File: src/rtl/sar_pkg.sv
package sar_pkg;

    typedef enum logic [2:0] {
        S_HOLDOFF,
        S_IDLE,
        S_CNV_HI,
        S_CONVERT,
        S_READ
    } sar_state_t;

    // Number of clock cycles covering ns nanoseconds, rounded up.
    function automatic int unsigned ns2cyc(longint unsigned hz, longint unsigned ns);
        return int'((hz * ns + 64'd999_999_999) / 64'd1_000_000_000);
    endfunction

endpackage

File: src/rtl/sar_sync.sv
module sar_sync #(
    parameter int unsigned STAGES = 2
) (
    input  logic clk,
    input  logic rst_n,
    input  logic d_i,
    output logic q_o
);
    logic [STAGES-1:0] chain;

    generate
        if (STAGES == 1) begin : g_one
            always_ff @(posedge clk or negedge rst_n) begin
                if (!rst_n) chain <= '0;
                else        chain <= d_i;
            end
        end else begin : g_many
            always_ff @(posedge clk or negedge rst_n) begin
                if (!rst_n) chain <= '0;
                else        chain <= {chain[STAGES-2:0], d_i};
            end
        end
    endgenerate

    assign q_o = chain[STAGES-1];
endmodule

File: src/rtl/sar_sck_gen.sv
module sar_sck_gen #(
    parameter int unsigned DIV = 2
) (
    input  logic clk,
    input  logic rst_n,
    input  logic en_i,
    output logic sck_o,
    output logic rise_o,
    output logic fall_o
);
    localparam int unsigned CW = $clog2(DIV + 1);

    logic [CW-1:0] cnt;
    logic          wrap;

    assign wrap   = (cnt == CW'(DIV - 1));
    assign rise_o = en_i && wrap && !sck_o;
    assign fall_o = en_i && wrap &&  sck_o;

    always_ff @(posedge clk or negedge rst_n) begin
        if (!rst_n) begin
            cnt   <= '0;
            sck_o <= 1'b0;
        end else if (!en_i) begin
            cnt   <= '0;
            sck_o <= 1'b0;
        end else if (wrap) begin
            cnt   <= '0;
            sck_o <= ~sck_o;
        end else begin
            cnt   <= cnt + 1'b1;
        end
    end
endmodule

File: src/rtl/sar_shift_in.sv
module sar_shift_in #(
    parameter int unsigned W = 18
) (
    input  logic                   clk,
    input  logic                   rst_n,
    input  logic                   clr_i,
    input  logic                   shift_i,
    input  logic                   d_i,
    output logic [W-1:0]           q_o,
    output logic [$clog2(W+1)-1:0] n_o
);
    always_ff @(posedge clk or negedge rst_n) begin
        if (!rst_n) begin
            q_o <= '0;
            n_o <= '0;
        end else if (clr_i) begin
            n_o <= '0;
        end else if (shift_i) begin
            q_o <= {q_o[W-2:0], d_i};
            n_o <= n_o + 1'b1;
        end
    end
endmodule

File: src/rtl/sar_readout_ctrl.sv
module sar_readout_ctrl
    import sar_pkg::*;
#(
    parameter int unsigned CLK_HZ      = 250_000_000,
    parameter int unsigned SAMPLE_HZ   = 1_000_000,
    parameter int unsigned SCK_DIV     = 2,
    parameter int unsigned DATA_W      = 18,
    parameter int unsigned HOLDOFF_NS  = 20_000,
    parameter int unsigned CNV_HI_NS   = 20,
    parameter int unsigned CONV_MAX_NS = 412,
    parameter int unsigned ACQ_NS      = 200,
    parameter int unsigned SYNC_STAGES = 2
) (
    input  logic              clk,
    input  logic              rst_n,
    input  logic              start_i,
    input  logic              free_run_i,
    input  logic              adc_busy_i,
    input  logic              adc_sdo_i,
    output logic              adc_cnv_o,
    output logic              adc_sck_o,
    output logic [DATA_W-1:0] result_o,
    output logic              result_valid_o,
    output logic              timeout_err_o
);
    localparam int unsigned HOLD_CYC   = ns2cyc(CLK_HZ, HOLDOFF_NS);
    localparam int unsigned CNV_HI_CYC = ns2cyc(CLK_HZ, CNV_HI_NS);
    localparam int unsigned TOUT_CYC   = ns2cyc(CLK_HZ, CONV_MAX_NS) + SYNC_STAGES + 6;
    localparam int unsigned ACQ_CYC    = ns2cyc(CLK_HZ, ACQ_NS);
    localparam int unsigned SAMPLE_CYC = CLK_HZ / SAMPLE_HZ;
    localparam int unsigned HW = $clog2(HOLD_CYC + 1);
    localparam int unsigned PW = $clog2(TOUT_CYC + CNV_HI_CYC + 1);
    localparam int unsigned AW = $clog2(ACQ_CYC + 1);
    localparam int unsigned SW = $clog2(SAMPLE_CYC + 1);
    localparam int unsigned NW = $clog2(DATA_W + 1);

    sar_state_t        state, state_n;
    logic [HW-1:0]     hold_cnt;
    logic [PW-1:0]     phase_cnt;
    logic [AW-1:0]     acq_cnt;
    logic [SW-1:0]     per_cnt;
    logic              busy_s, busy_seen;
    logic              sck_rise, sck_fall;
    logic [DATA_W-1:0] shq;
    logic [NW-1:0]     nbits;
    logic              acq_ok, per_ok, conv_done, tout_hit, frame_done, launch;

    sar_sync #(.STAGES(SYNC_STAGES)) u_busy_sync (
        .clk(clk), .rst_n(rst_n), .d_i(adc_busy_i), .q_o(busy_s)
    );

    sar_sck_gen #(.DIV(SCK_DIV)) u_sck (
        .clk(clk), .rst_n(rst_n), .en_i(state == S_READ),
        .sck_o(adc_sck_o), .rise_o(sck_rise), .fall_o(sck_fall)
    );

    sar_shift_in #(.W(DATA_W)) u_shift (
        .clk(clk), .rst_n(rst_n), .clr_i(state != S_READ),
        .shift_i(sck_rise), .d_i(adc_sdo_i), .q_o(shq), .n_o(nbits)
    );

    assign acq_ok     = (acq_cnt >= AW'(ACQ_CYC - 1));
    assign per_ok     = (per_cnt >= SW'(SAMPLE_CYC - 1));
    assign conv_done  = busy_seen && !busy_s;
    assign tout_hit   = (state == S_CONVERT) && !conv_done && (phase_cnt == PW'(TOUT_CYC - 1));
    assign frame_done = sck_fall && (nbits == NW'(DATA_W));
    assign launch     = (state_n == S_CNV_HI) && (state != S_CNV_HI);

    // Next-state logic
    always_comb begin
        state_n = state;
        unique case (state)
            S_HOLDOFF: if (hold_cnt == HW'(HOLD_CYC - 1)) state_n = S_IDLE;
            S_IDLE:    if (acq_ok && (start_i || (free_run_i && per_ok))) state_n = S_CNV_HI;
            S_CNV_HI:  if (phase_cnt == PW'(CNV_HI_CYC - 1)) state_n = S_CONVERT;
            S_CONVERT: if (conv_done) state_n = S_READ;
                       else if (tout_hit) state_n = S_IDLE;
            S_READ:    if (frame_done) state_n = S_IDLE;
            default:   state_n = S_HOLDOFF;
        endcase
    end

    // State register and its timers
    always_ff @(posedge clk or negedge rst_n) begin
        if (!rst_n) begin
            state     <= S_HOLDOFF;
            hold_cnt  <= '0;
            phase_cnt <= '0;
            acq_cnt   <= AW'(ACQ_CYC);
            per_cnt   <= SW'(SAMPLE_CYC);
            busy_seen <= 1'b0;
        end else begin
            state <= state_n;
            if (state == S_HOLDOFF) hold_cnt <= hold_cnt + 1'b1;
            phase_cnt <= (state_n != state) ? '0 : phase_cnt + 1'b1;
            if (state == S_CONVERT && state_n != S_CONVERT) acq_cnt <= '0;
            else if (acq_cnt != AW'(ACQ_CYC))               acq_cnt <= acq_cnt + 1'b1;
            if (launch)                            per_cnt <= '0;
            else if (per_cnt != SW'(SAMPLE_CYC))   per_cnt <= per_cnt + 1'b1;
            if (launch)                                busy_seen <= 1'b0;
            else if (state == S_CONVERT && busy_s)     busy_seen <= 1'b1;
        end
    end

    // Registered outputs
    always_ff @(posedge clk or negedge rst_n) begin
        if (!rst_n) begin
            adc_cnv_o      <= 1'b0;
            result_o       <= '0;
            result_valid_o <= 1'b0;
            timeout_err_o  <= 1'b0;
        end else begin
            adc_cnv_o      <= (state_n == S_CNV_HI);
            result_valid_o <= frame_done;
            if (frame_done) result_o <= shq;
            if (launch)        timeout_err_o <= 1'b0;
            else if (tout_hit) timeout_err_o <= 1'b1;
        end
    end
endmodule

File: config.mk
export PLATFORM = sky130hd
export DESIGN_NAME = sar_readout_ctrl
export DESIGN_NICKNAME = d
export VERILOG_FILES = /design/src/rtl/sar_pkg.sv /design/src/rtl/sar_sync.sv /design/src/rtl/sar_sck_gen.sv /design/src/rtl/sar_shift_in.sv /design/src/rtl/sar_readout_ctrl.sv
export SDC_FILE = /design/constraint.sdc
export NUM_CORES = 1
export LEC_CHECK = 0
export ABC_CLOCK_PERIOD_IN_PS = 2400
export BUFFER_PORTS_ARGS = -buffer_cell sky130_fd_sc_hd__buf_2
export CAP_MARGIN = 20
export CORE_ASPECT_RATIO = 0.8
export CORE_MARGIN = 2
export CORE_UTILIZATION = 60
export CTS_CLUSTER_SIZE = 12
export DETAILED_ROUTE_END_ITERATION = 6
export GPL_ROUTABILITY_DRIVEN = 1
export HOLD_SLACK_MARGIN = 0.03
export PLACE_DENSITY = 0.79
export SYNTH_ARGS = -nofsm -noshare
export SYNTH_HDL_FRONTEND = slang
export SYNTH_SLANG_ARGS = --single-unit
File: constraint.sdc
create_clock -name clk -period 2.4 [get_ports clk]
set_input_delay 0.24 -clock clk [delete_from_list [all_inputs] [get_ports clk]]
set_output_delay 0.24 -clock clk [all_outputs]
set_load 0.01 [all_outputs]
==> summary.txt <==
Outcome
  – Outcome: completed

Clock network
  – Clk Tree Root Cell: sky130_fd_sc_hd__clkbuf_8
  – Number of setup buffers added after CTS: 0
  – Maximum root-to-sink buffer count: 2
  – Clock latency on the worst-skew pair: 370 ps
  – Hold buffers post-CTS: 2
  – Total of cells resized after clock tree synthesis: 0
  – H-tree lvl count: 3
  – Clock sink count: 87
  – Clock transition time at the flip-flop clock pins of the worst setup and hold paths: 100 ps
  – CTS tree: done
  – CTS Buf Count: 9

Final layout
  – Fraction of final layout cells sized beyond drive strength 1: 0.200
  – Diode insertion count for antenna repair: 0
  – Area Overhead vs Synth: 11.9%
  – Final nets: 416
  – Commonest non-fill, non-tap cell in the layout: sky130_fd_sc_hd__dfrtp_1
  – Final cell area excluding filler cells: 4360 µm²
  – Top library cells by usage in the layout, fill and taps aside: sky130_fd_sc_hd__dfrtp_1 (78), sky130_fd_sc_hd__nand2_1 (66), sky130_fd_sc_hd__nor2_1 (41), sky130_fd_sc_hd__buf_2 (26), sky130_fd_sc_hd__xor2_1 (22)

Yosys
  – Most common flop cell mapped by yosys: sky130_fd_sc_hd__dfrtp_1
  – Number of synthesized flops with an enable pin: 0
  – Mean post-synth cell area: 10.8 µm²
  – Synth cell types: 43
  – Ys Warns: 0
  – Share of the synthesized area in the top cell type: 0.501
  – Seq cells post-synth: 87
  – Main area contributors after synthesis: sky130_fd_sc_hd__dfrtp_1 (50%), sky130_fd_sc_hd__nand2_1 (6.4%), sky130_fd_sc_hd__dfstp_2 (6.1%), sky130_fd_sc_hd__mux2_2 (5.5%), sky130_fd_sc_hd__xor2_1 (4.9%)
  – Combined area of all synthesized cells: 3890 µm²
  – Fraction of registers with async set or reset after synthesis: 1.00
  – Syn Nets: 380
  – Register area share after synthesis: 0.562
  – Cells after Synth: 360
  – Cell taking the most area after synthesis: sky130_fd_sc_hd__dfrtp_1

Power
  – Static Leakage: 2.21 nW
  – Max IR drop VDD: 0.705 mV
  – PwrDens: 938 nW/µm²

Floorplanning
  – Core Footprint: 6340 µm²
  – Die Footprint: 7160 µm²
  – Number of cell rows: 26
  – Top-level I/O count: 28
  – Die outline width: 94.1 µm
  – DIE HEIGHT: 76.1 µm
  – Initial cell density of the core: 0.614

Timing
  – Post-route clock period utilization: 0.911
  – Min Clock Period, post-route: 2190 ps
  – Number of setup violations in the final report: 0
  – Least-Margin Pin Slew: 593 ps
  – Final count of hold timing violations: 0
  – Relative slew slack: 0.601
  – Highest achievable clock rate: 0.457 GHz
  – Count of final max-slew check failures: 0
  – Total negative slack for setup checks: 0 ps
  – Setup skew after layout: 13.8 ps
  – Setup repair after global routing missed its margin: false

Min path
  – Worst Hold Class: in2reg

Global route
  – Global Route Usage Sum: 0.206
  – Overflow left after global routing: 0
  – Initial antenna violation count: 0
  – Pin count of the biggest net entering global routing: 88
  – Global-route wire length before repair: 11,700 µm
  – Vias in the first global route: 2,570

Worst setup path
  – Cells traversed along the worst timing path: inv_1 -> ha_1 -> or3b_1 -> a41oi_2 -> o31ai_1 -> a211o_1 -> nor2_1
  – Number of buffers and inverters on the critical path: 1
  – CP Launch Point: per_cnt[1]
  – Setup slack of the most critical reg-to-reg path: 210 ps
  – Worst-case reg-to-reg path depth: 7
  – Arrival time at the worst endpoint: 2480 ps
  – Worst Setup Path Type: reg2reg
  – Levels on crit path: 7
  – Sort of element at the start of the critical path: flop
  – Worst setup path endpoint: phase_cnt[4]
  – CP top delay family: compound AO/OA/AOI/OAI gates
  – Endpoint type of the worst setup path: flop
  – Peak fanout along the critical path: 7
  – Worst flop-to-flop path endpoint: phase_cnt[4]
  – Critical path data required time: 2700 ps
  – Slowest-stage cell, CP: sky130_fd_sc_hd__dfstp_2
  – RR Startpoint: per_cnt[1]
  – Max stage delay on crit path: 580 ps

Drt
  – Initial DRC count: 173
  – First-pass detailed-route iteration total: 4
  – Detailed-route DRC error count: 0
  – Via total after detailed routing: 2,554
  – Final WL: 6560 µm
  – Vias per cell: 5.27
  – Remaining antenna violation count: 0
  – DR WL/cell: 13.5 µm

Placed design
  – Total half-perimeter wirelength after legalization and detailed placement: 4410 µm
  – GP Congestion: 0.863
  – Number of I/O port buffers: 27
  – Post-DP Area: 4140 µm²

Flow run
  – Max-Cap Viols: 0
Yosys cell counts, drive strengths merged (2+ instances only):
master / instances
or2: 2
and3: 4
nand3: 12
nor4bb: 2
nor2b: 2
nand2b: 7
nor3: 3
nand4: 11
mux2: 19
and2: 3
nor4: 2
nand2: 66
xor2: 22
clkbuf: 2
ha: 14
dfrtp: 78
a31oi: 2
a21oi: 8
a41oi: 3
inv: 12
nor3b: 2
buf: 7
xnor2: 10
dfstp: 9
nor2: 41
o211ai: 2
nor4b: 2
cell families (layout without fill, tap and decap cells):
kind of cell,after synthesis,after routing,share of synthesized area
XOR/XNOR,32,32,0.0720
multiplexers,19,19,0.0549
adder cells (fa/ha/maj),14,14,0.0450
flip-flops,87,87,0.562
AND/OR/NAND/NOR,165,165,0.203
buffers and inverters,21,62,0.0238
AO/OA/AOI/OAI,22,22,0.0392
per-layer routing:
layer	routed length, µm	track usage
met1	3160	0.277
met2	3100	0.327
met3	190	0.0593
met4	107	0.0609
met5	0	0
layout make-up:
cell class                      count  area (µm²)
Inverter                           12        45.0
Clock inverter                      7        75.1
Timing Repair Buffer               34         208
Fill cell                         476        1980
Clock buffer                        9         124
Multi-Input combinational cell    252        1610
Tap cell                           84         105
Sequential cell                    87        2190
metrics by stage:
step / utilization / cells / setup WS (ps) / power (mW) / hold WS [ps]
after floorplan: - / 360 / 392 / 2.84 / -55.6
after global placement: 0.653 / 467 / 319 / 3.04 / 310
after detailed placement: 0.653 / 467 / 215 / 3.11 / 315
after CTS: 0.687 / 485 / 203 / 4.12 / 95.2
after global routing: 0.687 / 485 / 99.6 / 4.37 / 96.6
final: 0.687 / 485 / 214 / 4.09 / 104
sequential cells by signal, summed over array words and instances (netlist names), 2 cells and up:
signal	count
acq_cnt	6
hold_cnt	13
u_shift.q_o	18
u_sck.cnt	2
state	3
u_busy_sync.chain	2
per_cnt	8
result_o	18
u_shift.n_o	5
phase_cnt	7
worst min path at each step:
stage | start | end | depth (start not counted)
floorplan | rst_n | acq_cnt[0] | 0
global placement | rst_n | hold_cnt[5] | 2
detailed placement | rst_n | hold_cnt[4] | 2
CTS | adc_sdo_i | u_shift.q_o[0] | 2
global route | adc_sdo_i | u_shift.q_o[0] | 2
finish | adc_sdo_i | u_shift.q_o[0] | 2
worst register-to-register path, delay by kind of cell, from the launching register on:
family / cells / cell delay [ps]
AOI/OAI and AO/OA: 3 / 760
adders and majority gates: 1 / 170
buffers and inverters: 1 / 80
DFF: 1 / 580
and+or+nand+nor: 2 / 530
report_power, final:
part	switching, mW	leakage [nW]	internal [mW]
clock network	0.589	0.0985	0.411
registers	0.345	1.14	1.79
logic	0.498	0.976	0.452
Power figures use the tool's default switching activity.
